--- config.mk ---
export PLATFORM = sky130hd
export DESIGN_NAME = cfp_pipe
export DESIGN_NICKNAME = d
export VERILOG_FILES = /design/src/rtl/cfp_pkg.sv /design/src/rtl/cfp_cmp.sv /design/src/rtl/cfp_reqq.sv /design/src/rtl/cfp_rf.sv /design/src/rtl/cfp_pipe.sv
export SDC_FILE = /design/constraint.sdc
export NUM_CORES = 1
export LEC_CHECK = 0
export CAP_MARGIN = 40
export CELL_PAD_IN_SITES_DETAIL_PLACEMENT = 0
export CELL_PAD_IN_SITES_GLOBAL_PLACEMENT = 1
export CORE_ASPECT_RATIO = 1.25
export CORE_MARGIN = 1
export CORE_UTILIZATION = 52
export DETAILED_ROUTE_END_ITERATION = 10
export PLACE_DENSITY = 0.84
export SLEW_MARGIN = 30
export SYNTH_ARGS = -nofsm -noshare
export SYNTH_HDL_FRONTEND = slang
export SYNTH_SLANG_ARGS = --single-unit
--- constraint.sdc ---
create_clock -name clk -period 4.2 [get_ports clk]
set_clock_uncertainty 0.1 [all_clocks]
set_input_delay 0.84 -clock clk [delete_from_list [all_inputs] [get_ports clk]]
set_output_delay 0.84 -clock clk [all_outputs]
set_load 0.01 [all_outputs]
--- src/rtl/cfp_pkg.sv ---
package cfp_pkg;
  typedef enum logic [1:0] {
    OP_ADD = 2'd0,
    OP_SUB = 2'd1,
    OP_AND = 2'd2,
    OP_XOR = 2'd3
  } cfp_op_e;
endpackage

--- src/rtl/cfp_cmp.sv ---
// Per-stage meeting point: an instruction and a result in the same stage
// are compared; sources capture, a matching destination refreshes or kills.
module cfp_cmp #(
  parameter int DW = 16,
  parameter int TW = 3
) (
  input  logic          iv,
  input  logic [TW-1:0] is0,
  input  logic [TW-1:0] is1,
  input  logic [TW-1:0] id,
  input  logic          ir0,
  input  logic          ir1,
  input  logic [DW-1:0] ia0,
  input  logic [DW-1:0] ia1,
  input  logic          idn,
  input  logic [DW-1:0] ires,
  input  logic          rv,
  input  logic [TW-1:0] rtag,
  input  logic [DW-1:0] rdat,
  output logic          or0,
  output logic          or1,
  output logic [DW-1:0] oa0,
  output logic [DW-1:0] oa1,
  output logic          orv,
  output logic [DW-1:0] ordat
);
  logic meet, take0, take1, wr_hit;

  always_comb begin
    meet   = iv & rv;
    take0  = meet & ~ir0 & (rtag == is0);
    take1  = meet & ~ir1 & (rtag == is1);
    wr_hit = meet & (rtag == id);
    or0    = ir0 | take0;
    or1    = ir1 | take1;
    oa0    = take0 ? rdat : ia0;
    oa1    = take1 ? rdat : ia1;
    // a writer above everything further down supersedes the falling value
    orv    = rv & ~(wr_hit & ~idn);
    ordat  = (wr_hit & idn) ? ires : rdat;
  end
endmodule

--- src/rtl/cfp_reqq.sv ---
// Queue of source tags awaiting a register-file value at the top.
module cfp_reqq #(
  parameter int DEPTH = 8,
  parameter int TW    = 3,
  localparam int PW   = $clog2(DEPTH)
) (
  input  logic          clk,
  input  logic          rst_n,
  input  logic          push2,
  input  logic [TW-1:0] d0,
  input  logic [TW-1:0] d1,
  input  logic          pop,
  output logic [TW-1:0] q,
  output logic          nonempty,
  output logic          room2
);
  logic [TW-1:0] mem [DEPTH];
  logic [PW-1:0] wp, rp;
  logic [PW:0]   cnt;
  logic [PW:0]   cnt_nxt;

  always_comb begin
    q        = mem[rp];
    nonempty = (cnt != '0);
    room2    = (cnt <= (PW+1)'(DEPTH - 2));
    cnt_nxt  = cnt + (push2 ? (PW+1)'(2) : '0) - (pop ? (PW+1)'(1) : '0);
  end

  always_ff @(posedge clk or negedge rst_n) begin
    if (!rst_n) begin
      wp  <= '0;
      rp  <= '0;
      cnt <= '0;
      for (int i = 0; i < DEPTH; i++) mem[i] <= '0;
    end else begin
      if (push2) begin
        mem[wp]          <= d0;
        mem[wp + PW'(1)] <= d1;
        wp               <= wp + PW'(2);
      end
      if (pop) rp <= rp + PW'(1);
      cnt <= cnt_nxt;
    end
  end

  assert_no_overflow_R6: assert property (@(posedge clk) disable iff (!rst_n)
    push2 |-> (cnt <= (PW+1)'(DEPTH - 2)));
  assert_no_underflow_R6: assert property (@(posedge clk) disable iff (!rst_n)
    pop |-> (cnt != '0));
endmodule

--- src/rtl/cfp_rf.sv ---
// Register file at the top of the column, with write-through read.
module cfp_rf #(
  parameter int NREG = 8,
  parameter int DW   = 16,
  parameter int TW   = 3
) (
  input  logic          clk,
  input  logic          rst_n,
  input  logic          we,
  input  logic [TW-1:0] wa,
  input  logic [DW-1:0] wd,
  input  logic [TW-1:0] ra,
  output logic [DW-1:0] rd
);
  logic [DW-1:0] regs [NREG];

  always_comb rd = (we && wa == ra) ? wd : regs[ra];

  always_ff @(posedge clk or negedge rst_n) begin
    if (!rst_n) begin
      for (int k = 0; k < NREG; k++) regs[k] <= DW'((k + 1) * 257);
    end else if (we) begin
      regs[wa] <= wd;
    end
  end
endmodule

--- src/rtl/cfp_pipe.sv ---
module cfp_pipe
  import cfp_pkg::*;
#(
  parameter int NSTG = 4,
  parameter int NREG = 8,
  parameter int DW   = 16,
  parameter int EXE  = 2,
  parameter int RQD  = 8,
  localparam int TW  = $clog2(NREG)
) (
  input  logic          clk,
  input  logic          rst_n,
  input  logic          in_valid,
  output logic          in_ready,
  input  logic [1:0]    in_op,
  input  logic [TW-1:0] in_src0,
  input  logic [TW-1:0] in_src1,
  input  logic [TW-1:0] in_dst,
  output logic          ret_valid,
  input  logic          ret_ready,
  output logic [TW-1:0] ret_dst,
  output logic [DW-1:0] ret_data
);
  // instruction slots
  logic [NSTG-1:0] iv, ir0, ir1, idn;
  cfp_op_e         iop  [NSTG];
  logic [TW-1:0]   is0  [NSTG];
  logic [TW-1:0]   is1  [NSTG];
  logic [TW-1:0]   id   [NSTG];
  logic [DW-1:0]   ia0  [NSTG];
  logic [DW-1:0]   ia1  [NSTG];
  logic [DW-1:0]   ires [NSTG];
  // result slots
  logic [NSTG-1:0] rv;
  logic [TW-1:0]   rtag [NSTG];
  logic [DW-1:0]   rdat [NSTG];

  // after comparison
  logic [NSTG-1:0] c_r0, c_r1, c_rv;
  logic [DW-1:0]   c_a0   [NSTG];
  logic [DW-1:0]   c_a1   [NSTG];
  logic [DW-1:0]   c_rdat [NSTG];

  // movement and next-slot sources
  logic [NSTG-1:0] mv, lo_ld, lo_r0, lo_r1, lo_dn, hi_v;
  cfp_op_e         lo_op  [NSTG];
  logic [TW-1:0]   lo_s0  [NSTG];
  logic [TW-1:0]   lo_s1  [NSTG];
  logic [TW-1:0]   lo_d   [NSTG];
  logic [DW-1:0]   lo_a0  [NSTG];
  logic [DW-1:0]   lo_a1  [NSTG];
  logic [DW-1:0]   lo_res [NSTG];
  logic [TW-1:0]   hi_tag [NSTG];
  logic [DW-1:0]   hi_dat [NSTG];

  logic          acc, ex_fire, ex_free, inj_go, ret_fire;
  logic [DW-1:0] ex_val, rf_rd;
  logic [TW-1:0] q_tag;
  logic          q_ne, q_room2;

  function automatic logic [DW-1:0] alu(cfp_op_e op, logic [DW-1:0] a, logic [DW-1:0] b);
    case (op)
      OP_ADD:  return a + b;
      OP_SUB:  return a - b;
      OP_AND:  return a & b;
      default: return a ^ b;
    endcase
  endfunction

  for (genvar g = 0; g < NSTG; g++) begin : g_stage
    cfp_cmp #(.DW(DW), .TW(TW)) u_cmp (
      .iv(iv[g]), .is0(is0[g]), .is1(is1[g]), .id(id[g]),
      .ir0(ir0[g]), .ir1(ir1[g]), .ia0(ia0[g]), .ia1(ia1[g]),
      .idn(idn[g]), .ires(ires[g]),
      .rv(rv[g]), .rtag(rtag[g]), .rdat(rdat[g]),
      .or0(c_r0[g]), .or1(c_r1[g]), .oa0(c_a0[g]), .oa1(c_a1[g]),
      .orv(c_rv[g]), .ordat(c_rdat[g])
    );
  end

  // the execute slot may fill only if nothing falls into it this cycle
  if (EXE == NSTG - 1) begin : g_ex_top
    assign ex_free = 1'b1;
  end else begin : g_ex_mid
    assign ex_free = ~c_rv[EXE+1];
  end

  always_comb begin
    ex_fire = iv[EXE] & ~idn[EXE] & ir0[EXE] & ir1[EXE] & ex_free;
    ex_val  = alu(iop[EXE], ia0[EXE], ia1[EXE]);
    inj_go  = q_ne & ~((EXE == NSTG - 1) & ex_fire);
  end

  // instruction movement: an instruction waits under a falling result
  always_comb begin
    mv[NSTG-1] = iv[NSTG-1] & idn[NSTG-1] & ret_ready;
    for (int i = NSTG - 2; i >= 0; i--) begin
      mv[i] = iv[i] & ((i < EXE) | idn[i]) & (~iv[i+1] | mv[i+1]) & ~c_rv[i+1];
    end
  end

  always_comb begin
    in_ready  = (~iv[0] | mv[0]) & ~c_rv[0] & q_room2;
    acc       = in_valid & in_ready;
    ret_valid = iv[NSTG-1] & idn[NSTG-1];
    ret_dst   = id[NSTG-1];
    ret_data  = ires[NSTG-1];
    ret_fire  = mv[NSTG-1];
  end

  // what arrives in each instruction slot from below
  always_comb begin
    lo_ld[0]  = acc;
    lo_op[0]  = cfp_op_e'(in_op);
    lo_s0[0]  = in_src0;
    lo_s1[0]  = in_src1;
    lo_d[0]   = in_dst;
    lo_r0[0]  = 1'b0;
    lo_r1[0]  = 1'b0;
    lo_a0[0]  = '0;
    lo_a1[0]  = '0;
    lo_dn[0]  = 1'b0;
    lo_res[0] = '0;
    for (int i = 1; i < NSTG; i++) begin
      lo_ld[i]  = mv[i-1];
      lo_op[i]  = iop[i-1];
      lo_s0[i]  = is0[i-1];
      lo_s1[i]  = is1[i-1];
      lo_d[i]   = id[i-1];
      lo_r0[i]  = c_r0[i-1];
      lo_r1[i]  = c_r1[i-1];
      lo_a0[i]  = c_a0[i-1];
      lo_a1[i]  = c_a1[i-1];
      lo_dn[i]  = idn[i-1];
      lo_res[i] = ires[i-1];
    end
  end

  // what arrives in each result slot from above (results never stall)
  always_comb begin
    for (int i = 0; i < NSTG - 1; i++) begin
      hi_v[i]   = c_rv[i+1];
      hi_tag[i] = rtag[i+1];
      hi_dat[i] = c_rdat[i+1];
    end
    hi_v[NSTG-1]   = inj_go;
    hi_tag[NSTG-1] = q_tag;
    hi_dat[NSTG-1] = rf_rd;
    if (ex_fire) begin
      hi_v[EXE]   = 1'b1;
      hi_tag[EXE] = id[EXE];
      hi_dat[EXE] = ex_val;
    end
  end

  always_ff @(posedge clk or negedge rst_n) begin
    if (!rst_n) begin
      iv  <= '0;
      ir0 <= '0;
      ir1 <= '0;
      idn <= '0;
      rv  <= '0;
      for (int i = 0; i < NSTG; i++) begin
        iop[i]  <= OP_ADD;
        is0[i]  <= '0;
        is1[i]  <= '0;
        id[i]   <= '0;
        ia0[i]  <= '0;
        ia1[i]  <= '0;
        ires[i] <= '0;
        rtag[i] <= '0;
        rdat[i] <= '0;
      end
    end else begin
      for (int i = 0; i < NSTG; i++) begin
        if (lo_ld[i]) begin
          iv[i]   <= 1'b1;
          iop[i]  <= lo_op[i];
          is0[i]  <= lo_s0[i];
          is1[i]  <= lo_s1[i];
          id[i]   <= lo_d[i];
          ir0[i]  <= lo_r0[i];
          ir1[i]  <= lo_r1[i];
          ia0[i]  <= lo_a0[i];
          ia1[i]  <= lo_a1[i];
          idn[i]  <= lo_dn[i];
          ires[i] <= lo_res[i];
        end else begin
          if (mv[i]) iv[i] <= 1'b0;
          ir0[i] <= c_r0[i];
          ir1[i] <= c_r1[i];
          ia0[i] <= c_a0[i];
          ia1[i] <= c_a1[i];
          if (i == EXE && ex_fire) begin
            idn[i]  <= 1'b1;
            ires[i] <= ex_val;
          end
        end
        rv[i]   <= hi_v[i];
        rtag[i] <= hi_tag[i];
        rdat[i] <= hi_dat[i];
      end
    end
  end

  cfp_reqq #(.DEPTH(RQD), .TW(TW)) u_reqq (
    .clk(clk), .rst_n(rst_n),
    .push2(acc), .d0(in_src0), .d1(in_src1),
    .pop(inj_go), .q(q_tag), .nonempty(q_ne), .room2(q_room2)
  );

  cfp_rf #(.NREG(NREG), .DW(DW), .TW(TW)) u_rf (
    .clk(clk), .rst_n(rst_n),
    .we(ret_fire), .wa(ret_dst), .wd(ret_data),
    .ra(q_tag), .rd(rf_rd)
  );

  // ---------------- assertions ----------------
  for (genvar g = 0; g < NSTG; g++) begin : g_chk
    assert_done_has_ops_R7: assert property (@(posedge clk) disable iff (!rst_n)
      (iv[g] && idn[g]) |-> (ir0[g] && ir1[g]));
    if (g > EXE) begin : g_above
      assert_above_exe_done_R7: assert property (@(posedge clk) disable iff (!rst_n)
        iv[g] |-> idn[g]);
    end
    if (g < NSTG - 1) begin : g_noswap
      assert_no_swap_R3: assert property (@(posedge clk) disable iff (!rst_n)
        (iv[g] && c_rv[g+1]) |=> iv[g]);
    end
  end

  assert_ret_hold_R5: assert property (@(posedge clk) disable iff (!rst_n)
    (ret_valid && !ret_ready) |=> (ret_valid && $stable(ret_dst) && $stable(ret_data)));

  assert_exec_needs_ops_R7: assert property (@(posedge clk) disable iff (!rst_n)
    ex_fire |=> (idn[EXE] && ir0[EXE] && ir1[EXE]));
endmodule

==> results of run 1 <==
-- per-stage QoR --
stage                     cells  hold WS (ps)
after detailed placement   2042         288.7
after global routing       2114         101.0
after CTS                  2112         304.0
after global placement     2038         284.5
final                      2114         82.60
after floorplan            1582         273.4
-- flip-flops by register name (all words and copies together), names as in the netlist, 9 cells and up --
| name | cells |
|---|---|
| ret_data | 16 |
| ires | 16 |
| u_reqq.mem | 24 |
| u_rf.regs | 128 |
| ia0 | 48 |
| id | 9 |
| is0 | 9 |
| ia1 | 48 |
| rdat | 64 |
| is1 | 9 |
-- how the worst min path moves through the flow --
stage                        start       endpoint  slack [ps]  cells after the start
after floorplan           rdat[32]       rdat[48]         270                      0
after global placement    rdat[42]       rdat[58]         280                      0
after detailed placement  rdat[40]       rdat[56]         290                      0
after CTS                 rdat[40]       rdat[56]         300                      0
after global routing         rst_n  u_reqq.mem[9]         100                      1
final                        rst_n  u_reqq.mem[9]          80                      1
-- cell families after synthesis --
group | Yosys count | share of synthesized area, %
simple gates | 290 | 6.960
fa+ha+maj | 44 | 2.897
xor+xnor | 62 | 2.782
compound gates | 225 | 7.755
flops | 417 | 53.62
mux | 411 | 22.84
buf+inv | 133 | 3.153
-- power by group --
group	internal [mW]	switching, mW	leakage (nW)	total, mW
Clock	2.20	1.51	0.662	3.70
Sequential	4.02	0	5.18	4.02
Combinational	0.0257	0.0853	3.93	0.111
Total	6.24	1.59	9.77	7.83
-- worst register-to-register path, stage by stage (launching register included) --
cell and delay, ps:
dfrtp_1 400, inv_1 90, ha_1 170, nand2b_1 110
nand3b_1 240, or3_1 370, o31ai_1 250, xor2_1 130
ha_1 430, nand4_1 130, or2_2 290, a311oi_1 260
o22ai_1 120, xnor2_1 140, o21ai_0 210, o21ai_0 120
-- placed cells by master (no fill, tap or decap), types with 37 or more instances in the layout --
cell       count
a211oi_1      37
a21oi_1       62
clkbuf_16     41
dfrtp_1      391
ha_1          42
mux2_2       214
mux2i_1      190
nand2_1       97
nor2_1        76
o21ai_0       42
-- layer usage --
metal	wire length, µm	GRT usage [%]	share of wire, %	vias up
met5	0	0	0	-
met1	18850	30.17	46	6090
met3	1196	2.575	2.9	48
met4	808	6.145	2.0	0
li1	-	-	-	5629
met2	20190	37.78	49	147
-- cell type report --
type                       instances  area (µm²)
clock buffer                      58        1180
sequential                       417       10470
timing repair buffer              82       830.8
tap                              486       608.1
inverter                          27       101.3
clock inverter                    12       171.4
fill                            2992       15190
multi-input combinational       1032        8521
==> implementation parameters, run 1 <==
Parameter                              Value

Clocking
  TritonCTS Buffers    39
  Clock buffer depth    3
  Setup fix buffers added after clock tree synthesis    0
  Clock-pin transition on the worst setup and hold timing paths    60 ps
  Total clock sinks    417
  Maximum level of the CTS H-tree    2
  Cells resized by post-CTS repair    0
  Library cell used as clock root buffer    clkbuf_16
  Number of hold buffers added after CTS    0
  TritonCTS clock tree    built
  Worst-Skew Late Latency    540 ps

Global route
  Initial antenna violation count    1
  Vias in the first global route    12599
  Pin count of the biggest net entering global routing    123
  GRT Total Usage    22.24%
  Total global routing overflow    0
  Global-route wire length before repair    67860 µm

Synth
  Distinct cells, synth    63
  Library cell with the highest instance count after synthesis    dfrtp_1
  Post-synthesis sequential area ratio    53.62%
  Syn nets    1641
  Top cells by instance count after synthesis    391 x dfrtp_1, 215 x mux2_2, 190 x mux2i_1
  Syn_area_per_cell    12.34 µm²
  Number of instances in the synthesized netlist    1582
  Total number of yosys warnings    0
  Ys async rst share    100.0%
  Synthesized area    19520 µm²
  Predominant post-synthesis flop cell    dfrtp_1
  Count of state elements after synthesis    417
  Number of enable flip-flop cells after synthesis    0
  Library cell with the largest summed area after synthesis    dfrtp_1
  Main area contributors after synthesis    dfrtp_1 50%, mux2_2 12%, mux2i_1 9.7%
  Fraction of synthesized cell area taken by the top area cell type    50.12%

Layout
  Final #Nets    1658
  Area Growth Syn to Fin    12.07%
  Layout cells sized above 1    23.16%
  Final Util    59.03%
  Diodes inserted    0
  Design area    21880 µm²

STA
  Max Transition Viols Final    0
  RSZ-0062 raised after global routing    no
  Normalized max-slew margin    52.15%
  Measured slew at the worst slew-check pin    716.0 ps
  Crit share post-route    91.93%
  Total of endpoints with negative setup slack in the final report    0
  Maximum achievable frequency    259.0 MHz
  Min cycle time layout    3861 ps
  Number of endpoints with negative hold slack in the final report    0
  TNS Setup    0 ps
  Worst path setup slack after routing    339.1 ps

Setup path
  Type of origin of the critical path    flop
  Slowest CP cell    or4_4
  Stages on the worst setup path    6
  Slowest cell delay on critical path    570 ps
  Worst Setup SP    ret_dst[2]
  R2R depth    15
  Timing endpoint of the critical path    in_ready
  Flop-to-flop setup slack    530 ps
  Maximum fanout along the worst path    9
  Critical path, cell by cell    xor2_1 -> or4_4 -> o2111ai_2 -> a31o_2 -> and2_1 -> clkdlybuf4s50_1
  Arrival time of data at the critical path endpoint    2920 ps
  Required time of the worst setup path    3260 ps
  Critical R2R Launch    ia1[17]
  Setup Crit Path Kind    flop to output port
  Capture point of the worst reg-to-reg path    rdat[31]
  Crit. End Element    output port
  Family of cells with the greatest summed delay on the critical path    simple AND/OR/NAND/NOR gates
  Buf+Inv Stages, Crit Path    1

Power and ir drop
  Peak supply drop    0.3490 mV
  Pwr per Cell Area    358.0 nW/µm²
  Leakage component of the power    9.774 nW
  Post-route total power    7.833 mW

Detailed routing
  Total wire length after detailed routing    41040 µm
  Per-cell via count in the routed design    5.636
  Remaining design rule violation count    0
  Total via count in the routed design    11914
  Count of nets left with antenna violations after detail routing    0
  DR WL/cell    19.41 µm
  Initial DRT Pass Iterations    5
  Iter 0 DRT Violations    855

Floorplanning
  Width of the die    175.3 µm
  Height of the die    218.6 µm
  Placeable core region    37070 µm²
  Site Rows    79
  Area enclosed by the die boundary    38330 µm²
  Initial standard-cell utilization of the core    52.67%
  Ports placed on the boundary    36

Job
  Number of max-capacitance violations reported    0

Placed design
  Post-place instance area    20490 µm²
  Pre-CTS setup slack    455.2 ps
  Final RePlAce weighted congestion    0.8739
  HPWL Detailed    27900 µm
  Port Buf Inserts    35

Min path
  Hold crit path type    primary input to async pin

Outcome
  Outcome    finished clean
(Power assumes the default switching activity.)
==> run 2, diff against run 1 <==
--- a/config.mk
+++ b/config.mk
@@ -10,9 +10,11 @@
 export CELL_PAD_IN_SITES_GLOBAL_PLACEMENT = 1
 export CORE_ASPECT_RATIO = 1.25
 export CORE_MARGIN = 1
-export CORE_UTILIZATION = 52
+export CORE_UTILIZATION = 54
+export CTS_BUF_LIST = sky130_fd_sc_hd__clkbuf_8
 export DETAILED_ROUTE_END_ITERATION = 10
-export PLACE_DENSITY = 0.84
+export GPL_TIMING_DRIVEN = 0
+export PLACE_DENSITY = 0.87
 export SLEW_MARGIN = 30
 export SYNTH_ARGS = -nofsm -noshare
 export SYNTH_HDL_FRONTEND = slang
==> run 2 against run 1 <==
Against the previous run: maximum frequency down 3.1%; design area up 0.76%; power down 1.4%; sequential share of layout area down 0.36 points; first-iteration DRC count down 12%.
==> implementation parameters, run 2 (same netlist as run 1, synthesis figures left out) <==
Parameter                              Value

Clocking
  TritonCTS clock tree    built (unchanged)
  Clock buffer depth    3 (unchanged)
  TritonCTS Buffers    68 (was 39)
  Number of hold buffers added after CTS    0 (unchanged)
  Clock-pin transition on the worst setup and hold timing paths    70 ps (was 60 ps)
  Total clock sinks    417 (unchanged)
  Library cell used as clock root buffer    clkbuf_8 (was clkbuf_16)
  Worst-Skew Late Latency    600 ps (was 540 ps)
  Maximum level of the CTS H-tree    3 (was 2)

Floorplanning
  Ports placed on the boundary    36 (unchanged)
  Area enclosed by the die boundary    36920 µm² (was 38330 µm²)
  Initial standard-cell utilization of the core    55.06% (was 52.67%)
  Placeable core region    35450 µm² (was 37070 µm²)
  Width of the die    172.1 µm (was 175.3 µm)
  Site Rows    77 (was 79)
  Height of the die    214.6 µm (was 218.6 µm)

Layout
  Final #Nets    1751 (was 1658)
  Most common library cell in the layout ignoring fill and taps    dfrtp_1 (unchanged)
  Diodes inserted    0 (unchanged)
  Design area    22050 µm² (was 21880 µm²)
  Registers with the most flip-flops    u_rf.regs: 128 flops, rdat: 64 flops (unchanged)
  Post-route insts no fill    2215 (was 2114)
  Register with the highest flop count    u_rf.regs (unchanged)
  Layout cells sized above 1    23.55% (was 23.16%)
  Most frequent cells in the layout    391 x dfrtp_1, 215 x mux2_2, 190 x mux2i_1 (was 391 x dfrtp_1, 214 x mux2_2, 190 x mux2i_1)
  Area Growth Syn to Fin    12.93% (was 12.07%)
  Final Util    62.18% (was 59.03%)
  Largest register FFs    128 (unchanged)

Detailed routing
  Total via count in the routed design    12378 (was 11914)
  Initial DRT Pass Iterations    5 (unchanged)
  Remaining design rule violation count    0 (unchanged)
  Count of nets left with antenna violations after detail routing    0 (unchanged)
  DR WL/cell    20.00 µm (was 19.41 µm)
  Per-cell via count in the routed design    5.588 (was 5.636)
  Iter 0 DRT Violations    754 (was 855)
  Total wire length after detailed routing    44300 µm (was 41040 µm)

STA
  Max Transition Viols Final    0 (unchanged)
  Total of endpoints with negative setup slack in the final report    0 (unchanged)
  Normalized max-slew margin    41.50% (was 52.15%)
  Measured slew at the worst slew-check pin    870.3 ps (was 716.0 ps)
  TNS Setup    0 ps (unchanged)
  Maximum achievable frequency    251.0 MHz (was 259.0 MHz)
  Worst hold slack    61.69 ps (was 82.60 ps)
  Crit share post-route    94.84% (was 91.93%)
  RSZ-0062 raised after global routing    no (unchanged)
  Number of endpoints with negative hold slack in the final report    0 (unchanged)
  Min cycle time layout    3983 ps (was 3861 ps)

Power and ir drop
  Total net switching power    1.671 mW (was 1.593 mW)
  Proportion of power drawn by combinational gates    1.4% (about the same)
  Pwr per Cell Area    350.4 nW/µm² (was 358.0 nW/µm²)
  Clock network fraction of design power    46.5% (was 47.3%)
  Peak supply drop    0.2486 mV (was 0.3490 mV)
  Internal power    6.053 mW (was 6.240 mW)
  Sequential fraction of design power    52.0% (was 51.3%)
  Leakage component of the power    9.985 nW (was 9.774 nW)
  Sw Ratio    21.64% (was 20.33%)

Placed design
  HPWL Detailed    33060 µm (was 27900 µm)
  Post-place instance area    20630 µm² (was 20490 µm²)
  Final RePlAce weighted congestion    0.9247 (was 0.8739)
  Total instance count after detailed placement    2097 (was 2042)
  Port Buf Inserts    35 (unchanged)

Setup path
  Family of cells with the greatest summed delay on the critical path    compound AO/OA/AOI/OAI gates (was simple AND/OR/NAND/NOR gates)
  Maximum fanout along the worst path    10 (was 9)
  Critical path, cell by cell    clkbuf_2 -> nor2b_1 -> nor2_1 -> xnor2_1 -> ha_1 -> a21o_1 -> a21oi_1 -> nand2_1 -> a31oi_1 -> xnor2_1 -> a211oi_1 -> a21oi_1 (was xor2_1 -> or4_4 -> o2111ai_2 -> a31o_2 -> and2_1 -> clkdlybuf4s50_1)
  Arrival time of data at the critical path endpoint    4300 ps (was 2920 ps)
  Type of origin of the critical path    flop (unchanged)
  Required time of the worst setup path    4520 ps (was 3260 ps)
  Buf+Inv Stages, Crit Path    1 (unchanged)
  Slowest CP cell    dfrtp_1 (was or4_4)
  Stages on the worst setup path    12 (was 6)
  Slowest cell delay on critical path    510 ps (was 570 ps)
  R2R depth    12 (was 15)
  Crit. End Element    flop (was output port)
  Setup Crit Path Kind    flop to flop (was flop to output port)

Global route
  Global-route wire length before repair    73020 µm (was 67860 µm)
  Initial antenna violation count    0 (was 1)
  GRT Total Usage    25.71% (was 22.24%)
  Total global routing overflow    0 (unchanged)
  Vias in the first global route    13284 (was 12599)
  Pin count of the biggest net entering global routing    92 (was 123)

Outcome
  Outcome    finished clean (unchanged)

Min path
  Hold crit path type    primary input to async pin (unchanged)

Job
  Number of max-capacitance violations reported    0 (unchanged)
[run 2: routing by layer]
metal	global-route usage (%)	part of all wire [%]	vias to the layer above
met5	0	0	-
met4	11.47	3.9	0
met3	4.005	2.8	91
met2	42.59	50	201
met1	33.12	43	6244
li1	-	-	5842
[run 2: per-stage QoR]
| stage | power (mW) | setup slack [ps] |
|---|---|---|
| 5_1_grt | 8.009 | 67.20 |
| 4_1_cts | 7.822 | 30.01 |
| 3_5_place_dp | 4.206 | -441.7 |
| 3_3_place_gp | 4.193 | -15280 |
| 6_report | 7.725 | 216.7 |
| 2_1_floorplan | 4.093 | 653.9 |
[run 2: area by class of cell]
cell class / instances / area, µm²
clock buffers: 85 / 1170
flip-flops and latches: 417 / 10470
plain buffers: 104 / 509.2
repair buffers: 42 / 514.2
clock inverters: 34 / 230.2
fillers: 2899 / 13410
multi-input cells: 1032 / 8461
inverters: 27 / 101.3
well taps: 474 / 593.1
[run 2: final timing paths]
kind | startpoint | end | slack (ps)
max in group asynchronous | rst_n | ia0[57] | 2430
setup reg to reg | iop[2] | rdat[23] | 220
hold / removal | rst_n | u_reqq.mem[19] | 60
min in group clk | rdat[46] | rdat[62] | 300
hold reg to reg | rdat[46] | rdat[62] | 300
setup / recovery | iop[2] | rdat[23] | 220
[run 2: repair_timing]
item / in CTS / in global routing
buffers inserted: 0 / 0
gates resized for setup: 0 / 4
setup endpoints to repair: 0 / 8
[run 2: power by group through the flow]
stage | logic (mW) | registers (mW) | clock network [mW]
after floorplan | 0.000592 | 4.09 | 0
after global placement | 0.0951 | 4.10 | 0
after detailed placement | 0.115 | 4.09 | 0
after CTS | 0.115 | 4.02 | 3.69
after global routing | 0.128 | 4.02 | 3.86
final | 0.110 | 4.02 | 3.60
